<file path="src/rtl/flash_status_pkg.sv">
package flash_status_pkg;

    typedef enum logic [1:0] {
        OPK_NONE = 2'd0,
        OPK_PROG = 2'd1,
        OPK_CHIP = 2'd2,
        OPK_SECT = 2'd3
    } opk_e;

    typedef enum logic [1:0] {
        RUN_BUSY = 2'd0,
        RUN_SUSP = 2'd1,
        RUN_FAIL = 2'd2,
        RUN_DONE = 2'd3
    } run_e;

    typedef enum logic [2:0] {
        MD_PASS,
        MD_PROG,
        MD_CHIP,
        MD_SECT,
        MD_FAIL,
        MD_SUSP
    } mode_e;

    localparam int BIT_POLL  = 7;
    localparam int BIT_TGL   = 6;
    localparam int BIT_LIMIT = 5;
    localparam int BIT_WIN   = 3;
    localparam int BIT_ETGL  = 2;

endpackage

</file>
<file path="src/rtl/flash_mode_decode.sv">
module flash_mode_decode
    import flash_status_pkg::*;
(
    input  opk_e  kind,
    input  run_e  run,
    output mode_e mode
);

    always_comb begin
        mode = MD_PASS;
        unique case (run)
            RUN_DONE: mode = MD_PASS;
            RUN_FAIL: mode = (kind == OPK_NONE) ? MD_PASS : MD_FAIL;
            RUN_BUSY, RUN_SUSP: begin
                unique case (kind)
                    OPK_NONE: mode = MD_PASS;
                    OPK_PROG: mode = MD_PROG;
                    OPK_CHIP: mode = MD_CHIP;
                    OPK_SECT: mode = (run == RUN_SUSP) ? MD_SUSP : MD_SECT;
                endcase
            end
        endcase
    end

endmodule

</file>
<file path="src/rtl/flash_sector_hit.sv">
module flash_sector_hit #(
    parameter int NSECT = 7,
    parameter int SEC_W = (NSECT > 1) ? $clog2(NSECT) : 1
) (
    input  logic [SEC_W-1:0] sector,
    input  logic [NSECT-1:0] erase_mask,
    input  logic [NSECT-1:0] fail_mask,
    output logic             erase_hit,
    output logic             fail_hit
);

    logic [NSECT-1:0] sel;

    generate
        for (genvar i = 0; i < NSECT; i++) begin : g_sel
            assign sel[i] = (sector == SEC_W'(i));
        end
    endgenerate

    assign erase_hit = |(sel & erase_mask);
    assign fail_hit  = |(sel & fail_mask);

endmodule

</file>
<file path="src/rtl/flash_toggle_bit.sv">
module flash_toggle_bit (
    input  logic clk,
    input  logic rst_n,
    input  logic flip,
    output logic q
);

    always_ff @(posedge clk or negedge rst_n) begin
        if (!rst_n) begin
            q <= 1'b0;
        end else if (flip) begin
            q <= ~q;
        end
    end

endmodule

</file>
<file path="src/rtl/flash_status_gen.sv">
module flash_status_gen
    import flash_status_pkg::*;
#(
    parameter int NSECT = 7,
    localparam int SEC_W = (NSECT > 1) ? $clog2(NSECT) : 1
) (
    input  logic             clk,
    input  logic             rst_n,
    input  logic [1:0]       op_kind,
    input  logic [1:0]       run_state,
    input  logic             prog_bit7,
    input  logic [SEC_W-1:0] rd_sector,
    input  logic [NSECT-1:0] erase_mask,
    input  logic [NSECT-1:0] fail_mask,
    input  logic             win_open,
    input  logic             rd_strobe,
    input  logic [7:0]       array_data,
    output logic [7:0]       dout
);

    mode_e mode;
    opk_e  kind;
    logic  erase_hit;
    logic  fail_hit;
    logic  tog6_q;
    logic  tog2_q;
    logic  tog6_adv;
    logic  tog2_adv;

    assign kind = opk_e'(op_kind);

    flash_mode_decode u_mode (
        .kind (kind),
        .run  (run_e'(run_state)),
        .mode (mode)
    );

    flash_sector_hit #(.NSECT(NSECT), .SEC_W(SEC_W)) u_hit (
        .sector     (rd_sector),
        .erase_mask (erase_mask),
        .fail_mask  (fail_mask),
        .erase_hit  (erase_hit),
        .fail_hit   (fail_hit)
    );

    // Advance conditions for the two toggle registers, per mode.
    always_comb begin
        tog6_adv = 1'b0;
        tog2_adv = 1'b0;
        unique case (mode)
            MD_PASS: begin
                tog6_adv = 1'b0;
                tog2_adv = 1'b0;
            end
            MD_PROG: begin
                tog6_adv = rd_strobe;
                tog2_adv = rd_strobe & erase_hit;
            end
            MD_CHIP: begin
                tog6_adv = rd_strobe;
                tog2_adv = rd_strobe;
            end
            MD_SECT: begin
                tog6_adv = rd_strobe;
                tog2_adv = rd_strobe & erase_hit;
            end
            MD_FAIL: begin
                tog6_adv = rd_strobe;
                tog2_adv = rd_strobe & fail_hit;
            end
            MD_SUSP: begin
                tog6_adv = 1'b0;
                tog2_adv = rd_strobe & erase_hit;
            end
        endcase
    end

    flash_toggle_bit u_tog6 (
        .clk   (clk),
        .rst_n (rst_n),
        .flip  (tog6_adv),
        .q     (tog6_q)
    );

    flash_toggle_bit u_tog2 (
        .clk   (clk),
        .rst_n (rst_n),
        .flip  (tog2_adv),
        .q     (tog2_q)
    );

    // Output byte, per mode.
    always_comb begin
        dout = 8'h00;
        unique case (mode)
            MD_PASS: dout = array_data;
            MD_PROG: begin
                dout[BIT_POLL]  = ~prog_bit7;
                dout[BIT_TGL]   = tog6_q;
                dout[BIT_ETGL]  = tog2_q;
            end
            MD_CHIP: begin
                dout[BIT_TGL]   = tog6_q;
                dout[BIT_WIN]   = 1'b1;
                dout[BIT_ETGL]  = tog2_q;
            end
            MD_SECT: begin
                dout[BIT_TGL]   = tog6_q;
                dout[BIT_WIN]   = ~win_open;
                dout[BIT_ETGL]  = tog2_q;
            end
            MD_FAIL: begin
                dout[BIT_POLL]  = (kind == OPK_PROG) ? ~prog_bit7 : 1'b0;
                dout[BIT_TGL]   = tog6_q;
                dout[BIT_LIMIT] = 1'b1;
                dout[BIT_WIN]   = (kind != OPK_PROG);
                dout[BIT_ETGL]  = tog2_q;
            end
            MD_SUSP: begin
                if (erase_hit) begin
                    dout[BIT_POLL] = 1'b1;
                    dout[BIT_TGL]  = tog6_q;
                    dout[BIT_ETGL] = tog2_q;
                end else begin
                    dout = array_data;
                end
            end
        endcase
    end

endmodule

</file>
<file path="config.mk">
export PLATFORM = sky130hd
export DESIGN_NAME = flash_status_gen
export DESIGN_NICKNAME = d
export VERILOG_FILES = /design/src/rtl/flash_status_pkg.sv /design/src/rtl/flash_mode_decode.sv /design/src/rtl/flash_sector_hit.sv /design/src/rtl/flash_toggle_bit.sv /design/src/rtl/flash_status_gen.sv
export SDC_FILE = /design/constraint.sdc
export NUM_CORES = 1
export LEC_CHECK = 0
export BUFFER_PORTS_ARGS = -buffer_cell sky130_fd_sc_hd__buf_2
export CORE_AREA = 2 2 39 41
export CTS_BUF_LIST = sky130_fd_sc_hd__clkbuf_8 sky130_fd_sc_hd__clkbuf_16
export DETAILED_ROUTE_END_ITERATION = 8
export DIE_AREA = 0 0 41 43
export PLACE_DENSITY = 0.81
export SLEW_MARGIN = 30
export SYNTH_ARGS = -nofsm -noshare
export SYNTH_HDL_FRONTEND = slang
export SYNTH_SLANG_ARGS = --single-unit
</file>
<file path="constraint.sdc">
create_clock -name clk -period 1.8 [get_ports clk]
set_input_delay 0.18 -clock clk [delete_from_list [all_inputs] [get_ports clk]]
set_output_delay 0.18 -clock clk [all_outputs]
set_load 0.01 [all_outputs]
</file>
# Yosys cells after proc, flatten, opt, wreduce, memory -nomap -nowiden
# Index checks and enable logic that the tools add are counted.
[word_totals]
regBits = 2
in_bits = 34
output_inout_bits = 8
wordCells = 56
[classes]
n_eq_ne = 18
muxes = 18
bitwise_logic = 8
reduce_logical = 10
[op_table]
columns = ["operator", "count"]
rows = [
  ["$eq 3x3->1 const B", 5],
  ["$and 7x7->7", 2],
  ["$reduce_or 7->1", 2],
  ["$eq 3x2->1 const B", 4],
  ["$pmux 3 s4", 1],
  ["$mux 3", 3],
  ["$pmux 1 s3", 3],
  ["$pmux 3 s3", 1],
  ["$eq 2x2->1 const B", 4],
  ["$pmux 1 s4", 2],
  ["$eq 3x1->1 const B", 2],
  ["$logic_not 3->1", 2],
  ["$pmux 1 s5", 1],
  ["$eq 2x1->1 const B", 2],
  ["$logic_not 2->1", 2],
  ["$mux 2", 2],
  ["$not 1->1", 4],
  ["$pmux 1 s2", 2],
  ["$pmux 2 s2", 1],
  ["$reduce_or 2->1", 2],
  ["$reduce_or 4->1", 1],
  ["$reduce_or 3->1", 1],
  ["$and 1x1->1", 2],
  ["$mux 1", 2],
  ["$ne 2x1->1 const B", 1],
]

# Longest topological paths before layout
# Gate-level depths: netlist of run 1.
[logic_depth]
word_depth = 7
ltp_mapped = 6
depth_no_buf = 5

# Cells and area by module
# A second synthesis of run 1 with hierarchy kept.
[unflattened]
cells_unflattened = 78
area_unflattened_um2 = 626.9
[modules_own_cells]
columns = ["mod", "instances", "cells_each", "area_each_um2", "seq_area_each_um2"]
rows = [
  ["flash_status_gen", 1, 53, 382.9, 0.0],
  ["flash_sector_hit", 1, 14, 130.1, 0.0],
  ["flash_toggle_bit", 2, 2, 33.8, 25.0],
  ["flash_mode_decode", 1, 7, 46.3, 0.0],
]

# Worst setup path after synthesis of run 1
# No wires, ideal clock.
[synth_path]
kind = "input port to output port"
from = "input rd_sector[2]"
to = "output dout[2]"
arrival_ns = 1.457
t_required_ns = 1.620
slack_ns = 0.163
cell_stages = 6
path_buffers = 1
cell_sequence = "buf_2 -> mux2i_1 -> a211oi_2 -> nor2_1 -> o31a_1 -> mux2_4"
[synth_between]
elab_chain_len = 5
word_cells_on_any_way = 11
classes_between = "eq/ne: 6; mux: 2; bitwise: 1; reduce/logical: 2"
[synth_rtl]
columns = ["item", "line_no", "source"]
rows = [
  ["start: declaration", "flash_status_gen.sv:12", "input logic [SEC_W-1:0] rd_sector,"],
  ["$eq 3x1->1 (tied with other cells)", "flash_sector_hit.sv:16", "assign sel[i] = (sector == SEC_W'(i));"],
  ["$and 7x7->7 *", "flash_sector_hit.sv:20", "assign erase_hit = |(sel & erase_mask);"],
  ["$reduce_or 7->1 *", "flash_sector_hit.sv:20", ""],
  ["$mux 1 *", "flash_status_gen.sv:120", "if (erase_hit) begin"],
  ["$pmux 1 s3 *", "flash_status_gen.sv:95", "unique case (mode)"],
  ["end: declaration", "flash_status_gen.sv:18", "output logic [7:0] dout"],
]
# Every way passes the cells marked *; elsewhere a longest branch is shown, timed or not.

# Final worst setup path of run 1
[layout_path]
from = "input rd_sector[2]"
to = "output dout[6]"
[layout_between]
elab_chain_len = 5
word_cells_on_any_way = 11
classes_between = "eq/ne: 6; mux: 2; bitwise: 1; reduce/logical: 2"
[layout_rtl]
columns = ["item", "line_no"]
rows = [
  ["$eq 3x1->1 (tied with other cells)", "flash_sector_hit.sv:16"],
  ["$and 7x7->7 *", "flash_sector_hit.sv:20"],
  ["$reduce_or 7->1 *", "flash_sector_hit.sv:20"],
  ["$mux 2 *", "flash_status_gen.sv:120"],
  ["$pmux 1 s3 *", "flash_status_gen.sv:95"],
]
# Marks and branches as above.

==> summary.txt, run 1 <==
Outcome
  – Status: finished, final reports clean

Critical path
  – CP cell instances: clkbuf_4, mux2i_1, a211oi_2, nor2_1, o31a_1, mux2_4, buf_2
  – Crit end category: output pin
  – CP max stage delay: 0.32 ns
  – CP Buf/Inv Count: 2
  – Critical Path Start Type: primary input
  – Top delay family on crit path: compound AO/OA/AOI/OAI gates
  – Kind of critical path: in2out
  – Worst path arrival time: 1.54 ns
  – Slowest cell on crit path: o31a_1
  – Crit Path Max Fanout: 5
  – CP required: 1.62 ns

Power and ir drop
  – Sw frac: 29.0%
  – Pleak: 0.000403 uW
  – Clock Power Share: 36.6%
  – P per Cell Area: 646 mW/mm^2
  – Worst vdd ir: 296 uV
  – Comb pwr share: 45.3%
  – Internal power: 335 uW
  – Reg power frac: 18.1%
  – Net load switching power: 137 uW

Place
  – Placed cell count: 112
  – Port buffer count: 41
  – Placer Congestion: 0.638
  – HPWL after DPL: 979 um

Run
  – Max-cap violations: 0

GRT
  – Initial antenna violation count: 0
  – Gr busiest metal: met2
  – Largest net degree at the start of global routing: 10
  – All-layer global routing usage: 13.1%
  – Total grt overflow: 0
  – Vias in the first global route: 498
  – Grt met1 use: 14.8%
  – Met2 usage: 22.5%
  – Met3 GRT Util: 1.57%
  – First-pass GRT wire length: 1660 um

STA
  – Final setup fails: 0
  – Final Cycle Share: 95.6%
  – Max-slew headroom: 75.3%
  – FMAX: 581 MHz
  – Unrepaired setup endpoints after global routing: no
  – Min Tclk post-route: 1.72 ns
  – Worst slew pin tran: 0.366 ns
  – Final Hold Fails: 0
  – Worst clock skew: 0 ns
  – Slew Limit Fails: 0
  – Final setup TNS: 0 ns

Logic synthesis
  – Synth cell types: 29
  – Mapped Cells: 52
  – Register area share after synthesis: 12.0%
  – Post-Syn Nets: 86
  – FF+latch count, synth: 2
  – Syn_area_per_cell: 8.04 um^2
  – Syn. warnings: 0
  – Cell Area, Synth: 418 um^2

Floorplanning
  – Std cell rows: 14
  – I/O pins: 42
  – Die ar.: 0.00176 mm^2
  – Core ar.: 0.00138 mm^2
  – Chip height: 43 um
  – Initial Utilization: 30.2%
  – DIE WIDTH: 41 um

Cells and area
  – ANT cells: 0
  – NumNets Final: 136
  – Final Non-Filler Cells: 116
  – Area grow syn2layout: 74.6%
  – Most frequent cells in the layout: buf_2 (40), nor2_1 (5), inv_1 (5), buf_4 (5)
  – Layout cells sized above 1: 55.0%
  – Most common cell after layout, fill and taps aside: buf_2

Clock tree
  – Max clock buf depth: 2
  – Clock-pin slew on the worst setup and hold paths: 0.03 ns
  – Clk_lat worst skew: 0.20 ns
  – Clock root buffer: clkbuf_8
  – Clock buffer count from CTS: 3
  – CTS tree: yes
  – Post-CTS Setup Inserts: 0
  – CTS H-tree depth: 1
  – CTS sink cnt: 2

Drt
  – Post-DR vias/cell: 5.01
  – Wire per inst: 10.1 um
  – Routed Antenna Nets: 0
  – DR iter-0 viols: 3
  – Drt first pass iters: 4
  – DRC Markers: 0
  – DR vias: 581
  – Routed wire length: 1170 um

Hold path
  – Min-Delay Path Class: in2async
[final cells by class]
cell class | instances | area [um^2]
fill | 137 | 654
multi-input combinational | 42 | 340
timing repair buffer | 47 | 255
sequential | 2 | 50.0
clock buffer | 3 | 41.3
inverter | 6 | 22.5
tap | 16 | 20.0
[power groups by stage]
stage          clock (uW)  sequential, uW  combinational, uW
5_1_grt               182            88.0                237
2_1_floorplan           0            81.8                121
3_3_place_gp            0            85.7                208
6_report              173            85.4                213
3_5_place_dp            0            86.4                211
4_1_cts               176            86.1                214
[repair_timing]
item                                   4_1_cts  5_1_grt
gates resized for setup                      0        3
hold buffers                                 1        0
setup endpoints to repair                    0        5
endpoints found under the hold margin        2        0
[kinds of logic after synthesis]
family | synth area share, %
multiplexers | 23.1
AO/OA/AOI/OAI | 36.5
buffers and inverters | 7.48
AND/OR/NAND/NOR | 16.8
XOR/XNOR | 4.19
flip-flops | 12.0
[state kept, by name, indices dropped and copies added, names as in the netlist]
| register | count |
|---|---|
| u_tog2.q | 1 |
| u_tog6.q | 1 |
[metrics by stage]
stage	hold WS [ns]	cell area [um^2]	power, uW	setup WS, ns	util (%)
2_1_floorplan	-0.116	418	203	0.163	-
3_3_place_gp	-0.0349	672	294	0.0368	48.6
3_5_place_dp	-0.0350	672	298	0.00712	48.6
4_1_cts	0.283	723	475	0.00182	52.3
5_1_grt	0.315	729	507	0.00629	52.7
6_report	0.300	729	471	0.0797	52.7
[cell usage after synthesis]
library cell | n | area share (%)
a22o_1 | 1 | 2.1
o31ai_1 | 1 | 1.8
o41a_1 | 1 | 2.7
a21boi_0 | 1 | 1.8
a21oi_1 | 2 | 2.4
nand3b_1 | 1 | 1.8
o22ai_1 | 1 | 1.5
o221ai_1 | 1 | 2.1
o211ai_1 | 1 | 1.8
dfrtp_1 | 2 | 12
o21ai_0 | 3 | 3.6
xor2_1 | 2 | 4.2
a211oi_2 | 1 | 3.0
buf_2 | 1 | 1.2
a22oi_1 | 1 | 1.8
mux2_4 | 2 | 7.2
o31a_1 | 1 | 2.1
mux2i_1 | 4 | 9.6
o41ai_1 | 2 | 4.2
nor2_1 | 5 | 4.5
inv_1 | 6 | 5.4
or2b_1 | 1 | 1.8
nand2_1 | 3 | 2.7
mux4_1 | 1 | 6.3
a21o_1 | 1 | 1.8
and2_1 | 3 | 4.5
clkbuf_1 | 1 | 0.90
and3_1 | 1 | 1.5
o32ai_2 | 1 | 3.9
[worst paths after layout]
check                      slack, ns          from  endpoint  depth (start not counted)
max                             0.08  rd_sector[2]   dout[6]                          7
min                             0.30         rst_n  u_tog6.q                          2
min in group clk                0.34     rd_strobe  u_tog6.q                          4
min reg2reg                     0.47      u_tog6.q  u_tog6.q                          1
max reg2reg                     1.12      u_tog2.q  u_tog2.q                          1
max in group asynchronous       1.40         rst_n  u_tog2.q                          2
[per-layer routing]
layer / up-vias / wire length [um]
li1: 292 / -
met1: 248 / 475
met2: 41 / 532
met3: 0 / 162
met4: 0 / 0
met5: - / 0
(Power assumes the default switching activity.)
==> run 2, diff against run 1 <==
==> constraint.sdc (replaced) <==
create_clock -name clk -period 2.1 [get_ports clk]
set_input_delay 0.21 -clock clk [delete_from_list [all_inputs] [get_ports clk]]
set_output_delay 0.21 -clock clk [all_outputs]
set_load 0.01 [all_outputs]
==> summary.txt, run 2 (synthesis results as in run 1) <==
Critical path
  – CP dominant cell by count: buf_2
  – CP Buf/Inv Count: 2
  – CP required: 1.89 ns
  – Slowest cell on crit path: mux2_4
  – CP max stage delay: 0.32 ns
  – Worst path arrival time: 1.69 ns
  – Kind of critical path: in2out
  – Crit Path Max Fanout: 7
  – Top delay family on crit path: multiplexers
  – CP cell instances: buf_2, mux2i_1, a211oi_2, nor2_1, o31a_1, mux2_4, buf_2
  – Critical Path Start Type: primary input
  – Crit end category: output pin

STA
  – Max-slew headroom: 75.1%
  – Final Cycle Share: 90.6%
  – Worst clock skew: 0 ns
  – Unrepaired setup endpoints after global routing: no
  – Final setup TNS: 0 ns
  – FMAX: 526 MHz
  – Slew Limit Fails: 0
  – Final setup fails: 0
  – Min Tclk post-route: 1.90 ns
  – Final Hold Fails: 0
  – Worst slew pin tran: 0.368 ns

Cells and area
  – NumNets Final: 131
  – Area grow syn2layout: 64.1%
  – Register area: 50.0 um^2
  – ANT cells: 0
  – Layout cells sized above 1: 50.5%
  – # fillers: 134
  – Most common cell after layout, fill and taps aside: buf_2
  – Final Non-Filler Cells: 111
  – Multi-input combinational cell area: 337 um^2
  – Most frequent cells in the layout: buf_2 (41), inv_1 (6), nor2_1 (5)
  – Top Registers: u_tog2.q (1), u_tog6.q (1)

Power and ir drop
  – Internal power: 276 uW
  – Reg power frac: 18.6%
  – Comb pwr share: 43.8%
  – Clock Power Share: 37.7%
  – Pleak: 0.000380 uW
  – Worst vdd ir: 321 uV
  – P per Cell Area: 570 mW/mm^2
  – Sw frac: 29.3%
  – Net load switching power: 115 uW
  – Tot Pwr: 391 uW

GRT
  – First-pass GRT wire length: 1500 um
  – Total grt overflow: 0
  – Initial antenna violation count: 0
  – Largest net degree at the start of global routing: 10
  – Vias in the first global route: 416
  – All-layer global routing usage: 11.9%

Clock tree
  – Max clock buf depth: 2
  – Clk_lat worst skew: 0.20 ns
  – CTS sink cnt: 2
  – CTS H-tree depth: 1
  – CTS tree: yes
  – Clock buffer count from CTS: 3
  – Clock-pin slew on the worst setup and hold paths: 0.03 ns
  – Clock root buffer: clkbuf_8

Floorplanning
  – I/O pins: 42
  – Std cell rows: 14
  – Initial Utilization: 30.2%
  – Die ar.: 0.00176 mm^2
  – Core ar.: 0.00138 mm^2
  – DIE WIDTH: 41 um
  – Chip height: 43 um

Place
  – Placed cell count: 107
  – Placer Congestion: 0.649
  – Port buffer count: 41
  – HPWL after DPL: 918 um

Drt
  – Post-DR vias/cell: 4.92
  – DR vias: 546
  – DR iter-0 viols: 7
  – Drt first pass iters: 4
  – Routed wire length: 1080 um
  – DRC Markers: 0
  – Wire per inst: 9.72 um
  – Routed Antenna Nets: 0

Run
  – Max-cap violations: 0

Outcome
  – Status: finished, final reports clean

Hold path
  – Min-Delay Path Class: in2async
==> run 2: changes by cell type in the layout (fill, tap and decap cells not counted), sizes merged <==
cell / delta
buf: -4
clkbuf: -1
==> run 2: area by class of cell <==
class	instances	share of cell area, %
Sequential cell	2	7.30
Inverter	6	3.28
Multi-Input combinational cell	42	49.1
Tap cell	16	2.92
Timing Repair Buffer	42	31.4
Clock buffer	3	6.02
==> run 2: stage by stage <==
step | instance area (um^2) | hold WS [ns] | utilization [%] | worst slack [ns]
floorplan | 418 | -0.0856 | - | 0.403
global placement | 634 | -0.00519 | 45.8 | 0.222
detailed placement | 634 | -0.00469 | 45.8 | 0.206
CTS | 686 | 0.324 | 49.5 | 0.193
global route | 686 | 0.342 | 49.5 | 0.0675
finish | 686 | 0.322 | 49.5 | 0.198
==> run 2: worst paths after layout <==
| kind | from | slack (ns) | endpoint | depth (start not counted) |
|---|---|---|---|---|
| max | rd_sector[2] | 0.20 | dout[6] | 7 |
| min | rst_n | 0.32 | u_tog6.q | 2 |
| max reg2reg | u_tog2.q | 1.42 | u_tog2.q | 1 |
| min reg2reg | u_tog2.q | 0.47 | u_tog2.q | 1 |
| max in group asynchronous | rst_n | 1.68 | u_tog2.q | 2 |
| min in group clk | rd_strobe | 0.38 | u_tog6.q | 4 |
==> run 2: what timing repair did <==
action,in CTS,in global routing
resized for setup,0,0
setup buffers,0,0
hold buffers,1,0
hold endpoints to repair,2,0
==> run 2: metal layers <==
metal  share of wire, %  vias up  GRT usage [%]
li1                   -      283              -
met1                 43      220           16.1
met5                  0        -              0
met2                 39       43           17.5
met3                 17        0           4.71
met4                  0        0           2.00
==> run 2: power groups by stage <==
| stage | registers [uW] | clock network, uW | logic [uW] |
|---|---|---|---|
| detailed placement | 73.4 | 0 | 170 |
| CTS | 73.3 | 152 | 173 |
| global placement | 73.1 | 0 | 167 |
| finish | 72.6 | 147 | 171 |
| floorplan | 70.1 | 0 | 104 |
| global route | 74.0 | 153 | 192 |
==> run 3, diff against run 2 <==
--- a/config.mk
+++ b/config.mk
@@ -6,12 +6,12 @@
 export NUM_CORES = 1
 export LEC_CHECK = 0
 export BUFFER_PORTS_ARGS = -buffer_cell sky130_fd_sc_hd__buf_2
-export CORE_AREA = 2 2 39 41
+export CORE_UTILIZATION = 44
 export CTS_BUF_LIST = sky130_fd_sc_hd__clkbuf_8 sky130_fd_sc_hd__clkbuf_16
 export DETAILED_ROUTE_END_ITERATION = 8
-export DIE_AREA = 0 0 41 43
-export PLACE_DENSITY = 0.81
+export PLACE_DENSITY = 0.93
 export SLEW_MARGIN = 30
 export SYNTH_ARGS = -nofsm -noshare
 export SYNTH_HDL_FRONTEND = slang
+export SYNTH_HIERARCHICAL = 1
 export SYNTH_SLANG_ARGS = --single-unit
==> constraint.sdc (replaced) <==
create_clock -name clk -period 2.2 [get_ports clk]
set_input_delay 0.33 -clock clk [delete_from_list [all_inputs] [get_ports clk]]
set_output_delay 0.33 -clock clk [all_outputs]
set_load 0.01 [all_outputs]
==> summary.txt, run 3 <==
Outcome
  – Status: complete, but fails checks
  – Failing checks: setup timing

STA
  – Hold WS: 0.466 ns
  – Worst clock skew: 0 ns
  – Final Hold Fails: 0
  – Min Tclk post-route: 2.22 ns
  – Final Cycle Share: 101%
  – Max-slew headroom: 77.6%
  – Unrepaired setup endpoints after global routing: yes
  – Slew Limit Fails: 0
  – Final worst slack: -0.0224 ns
  – Worst slew pin tran: 0.334 ns
  – Final setup fails: 2
  – FMAX: 450 MHz

Logic synthesis
  – Synth cell types: 37
  – Post-synth EDFFs: 0
  – Post-synth ARST share: 100%
  – Area contributors post-synth: dfrtp_1 (8.0%), ha_1 (6.0%), buf_6 (5.4%), a31oi_1 (5.0%), mux2i_1 (4.8%)
  – Top cells by count, synth: nand2_1 (7), inv_1 (6), a31oi_1 (5), o21ai_0 (4)
  – Syn_area_per_cell: 8.04 um^2
  – Most frequent cell after synthesis: nand2_1
  – Syn. warnings: 6
  – Post-Syn Nets: 115
  – Register area share after synthesis: 7.98%
  – Ys flop type: dfrtp_1
  – Share of the synthesized area in the top cell type: 7.98%
  – Largest area contributor in the netlist: dfrtp_1
  – FF+latch count, synth: 2
  – Cell Area, Synth: 627 um^2
  – Mapped Cells: 78

Power and ir drop
  – Pleak: 0.000498 uW
  – P per Cell Area: 485 mW/mm^2
  – Sw frac: 37.0%
  – Clock Power Share: 31.0%
  – Reg power frac: 18.5%
  – Internal power: 297 uW
  – Comb pwr share: 50.6%
  – Tot Pwr: 472 uW
  – Worst vdd ir: 312 uV
  – Net load switching power: 175 uW

Run
  – Max-cap violations: 0

Cells and area
  – Multi-input combinational cell area: 552 um^2
  – Layout Utilization: 73.9%
  – Fin area: 973 um^2
  – # fillers: 101
  – Area grow syn2layout: 55.3%
  – NumNets Final: 166
  – Most common cell after layout, fill and taps aside: buf_2
  – ANT cells: 0
  – Most frequent cells in the layout: buf_2 (40), nand2_1 (7), buf_4 (7)
  – Layout cells sized above 1: 51.2%
  – Top Registers: u_tog2/q (1), u_tog6/q (1)
  – Register area: 50.0 um^2

Place
  – Pre-CTS setup slack: -0.0665 ns
  – Placer Congestion: 0.860
  – Port buffer count: 41
  – Post-DP Area: 865 um^2
  – HPWL after DPL: 1470 um

Drt
  – DRC Markers: 0
  – WL met3: 105 um
  – Routed Antenna Nets: 0
  – Wl on met1: 731 um
  – DR vias: 814
  – Wire per inst: 13.9 um
  – WL met2: 1110 um
  – DR iter-0 viols: 19
  – Routed wire length: 1970 um
  – Drt first pass iters: 5
  – DR top layer: met4
  – Post-DR vias/cell: 5.73

Critical path
  – CP cell instances: buf_8, mux4_2, mux2_4, and2b_4, a31oi_1, o32ai_2, buf_2
  – WP depth: 7
  – CP Buf/Inv Count: 2
  – FF-to-FF Start: u_tog2/q
  – Setup slack, reg-to-reg: 1.44 ns
  – Worst flop-to-flop path endpoint: u_tog2/q
  – CP max stage delay: 0.47 ns
  – Crit end category: output pin
  – Worst path arrival time: 1.89 ns
  – Kind of critical path: in2out
  – Slowest cell on crit path: mux4_2
  – CP required: 1.87 ns
  – Crit Path Max Fanout: 5
  – Top delay family on crit path: multiplexers
  – Worst r2r path cells: 1
  – Critical Path Start Type: primary input

Hold path
  – Min-Delay Path Class: in2async

Floorplanning
  – Initial Utilization: 47.6%
  – Chip height: 39.7 um
  – Core ar.: 0.00132 mm^2
  – Die ar.: 0.00158 mm^2
  – DIE WIDTH: 39.7 um
  – Std cell rows: 13
  – I/O pins: 42

GRT
  – First-pass GRT wire length: 2620 um
  – Largest net degree at the start of global routing: 15
  – Total grt overflow: 0
  – Initial antenna violation count: 0
  – Vias in the first global route: 685
  – All-layer global routing usage: 24.5%

Clock tree
  – Max clock buf depth: 2
  – Clock buffer count from CTS: 3
  – Clock-pin slew on the worst setup and hold paths: 0.03 ns
  – Clk_lat worst skew: 0.21 ns
  – CTS H-tree depth: 1
  – Clock root buffer: clkbuf_8
  – CTS tree: yes
  – CTS sink cnt: 2
==> run 3: cell types whose count changed after synthesis, moves of 3 or more <==
| cell | previous run | this run |
|---|---|---|
| a31oi_1 | 0 | 5 |
| buf_6 | 0 | 3 |
| ha_1 | 0 | 3 |
| nand2_1 | 3 | 7 |
| nand2b_1 | 0 | 3 |
| nor2_1 | 5 | 2 |
| nor2b_1 | 0 | 3 |
==> run 3: timing repair <==
action | in CTS | in global routing
endpoints found under the setup margin | 4 | 4
hold buffers | 1 | 0
cloned | 0 | 0
setup buffers | 0 | 1
resized for setup | 4 | 4
pin swaps | 2 | 3
hold endpoints to repair | 2 | 0
==> run 3: kinds of logic after synthesis <==
group	after synthesis	share of synthesized area (%)
AOI/OAI and AO/OA	25	29.9
xor gates and xnor gates	2	2.79
buffers and inverters	10	9.78
adders and majority gates	3	5.99
muxes	5	10.2
DFF	2	7.98
and+or+nand+nor	31	33.3
==> run 3: how the worst max path moves through the flow <==
stage                 startpoint      end
finish              rd_sector[1]  dout[3]
global route        rd_sector[1]  dout[3]
CTS                 rd_sector[1]  dout[3]
detailed placement  rd_sector[1]  dout[3]
global placement    rd_sector[1]  dout[3]
floorplan           rd_sector[1]  dout[3]
==> run 3: per-stage QoR <==
stage / setup TNS (ns) / cells
3_5_place_dp: -0.133 / 137
3_3_place_gp: -0.0519 / 137
6_report: -0.0417 / 142
2_1_floorplan: 0 / 78
4_1_cts: -0.0356 / 141
5_1_grt: -0.215 / 142
==> run 3: per-layer routing <==
layer / global-route usage, % / vias to the layer above
met5: 0 / -
met1: 24.3 / 378
met2: 49.6 / 40
li1: - / 392
met3: 1.70 / 4
met4: 11.2 / 0
==> run 3: power by group through the flow <==
stage | combinational (uW) | sequential [uW] | clock [uW]
after floorplan | 130 | 70.7 | 0
after global placement | 200 | 74.4 | 0
after detailed placement | 209 | 76.6 | 0
after CTS | 222 | 76.8 | 148
after global routing | 257 | 84.4 | 159
final | 239 | 87.3 | 146
==> run 3: final cells by class <==
type | instances | area share [%]
Sequential cell | 2 | 5.14
Inverter | 6 | 2.31
Tap cell | 15 | 1.93
Clock buffer | 3 | 4.24
Timing Repair Buffer | 50 | 29.7
Multi-Input combinational cell | 66 | 56.7
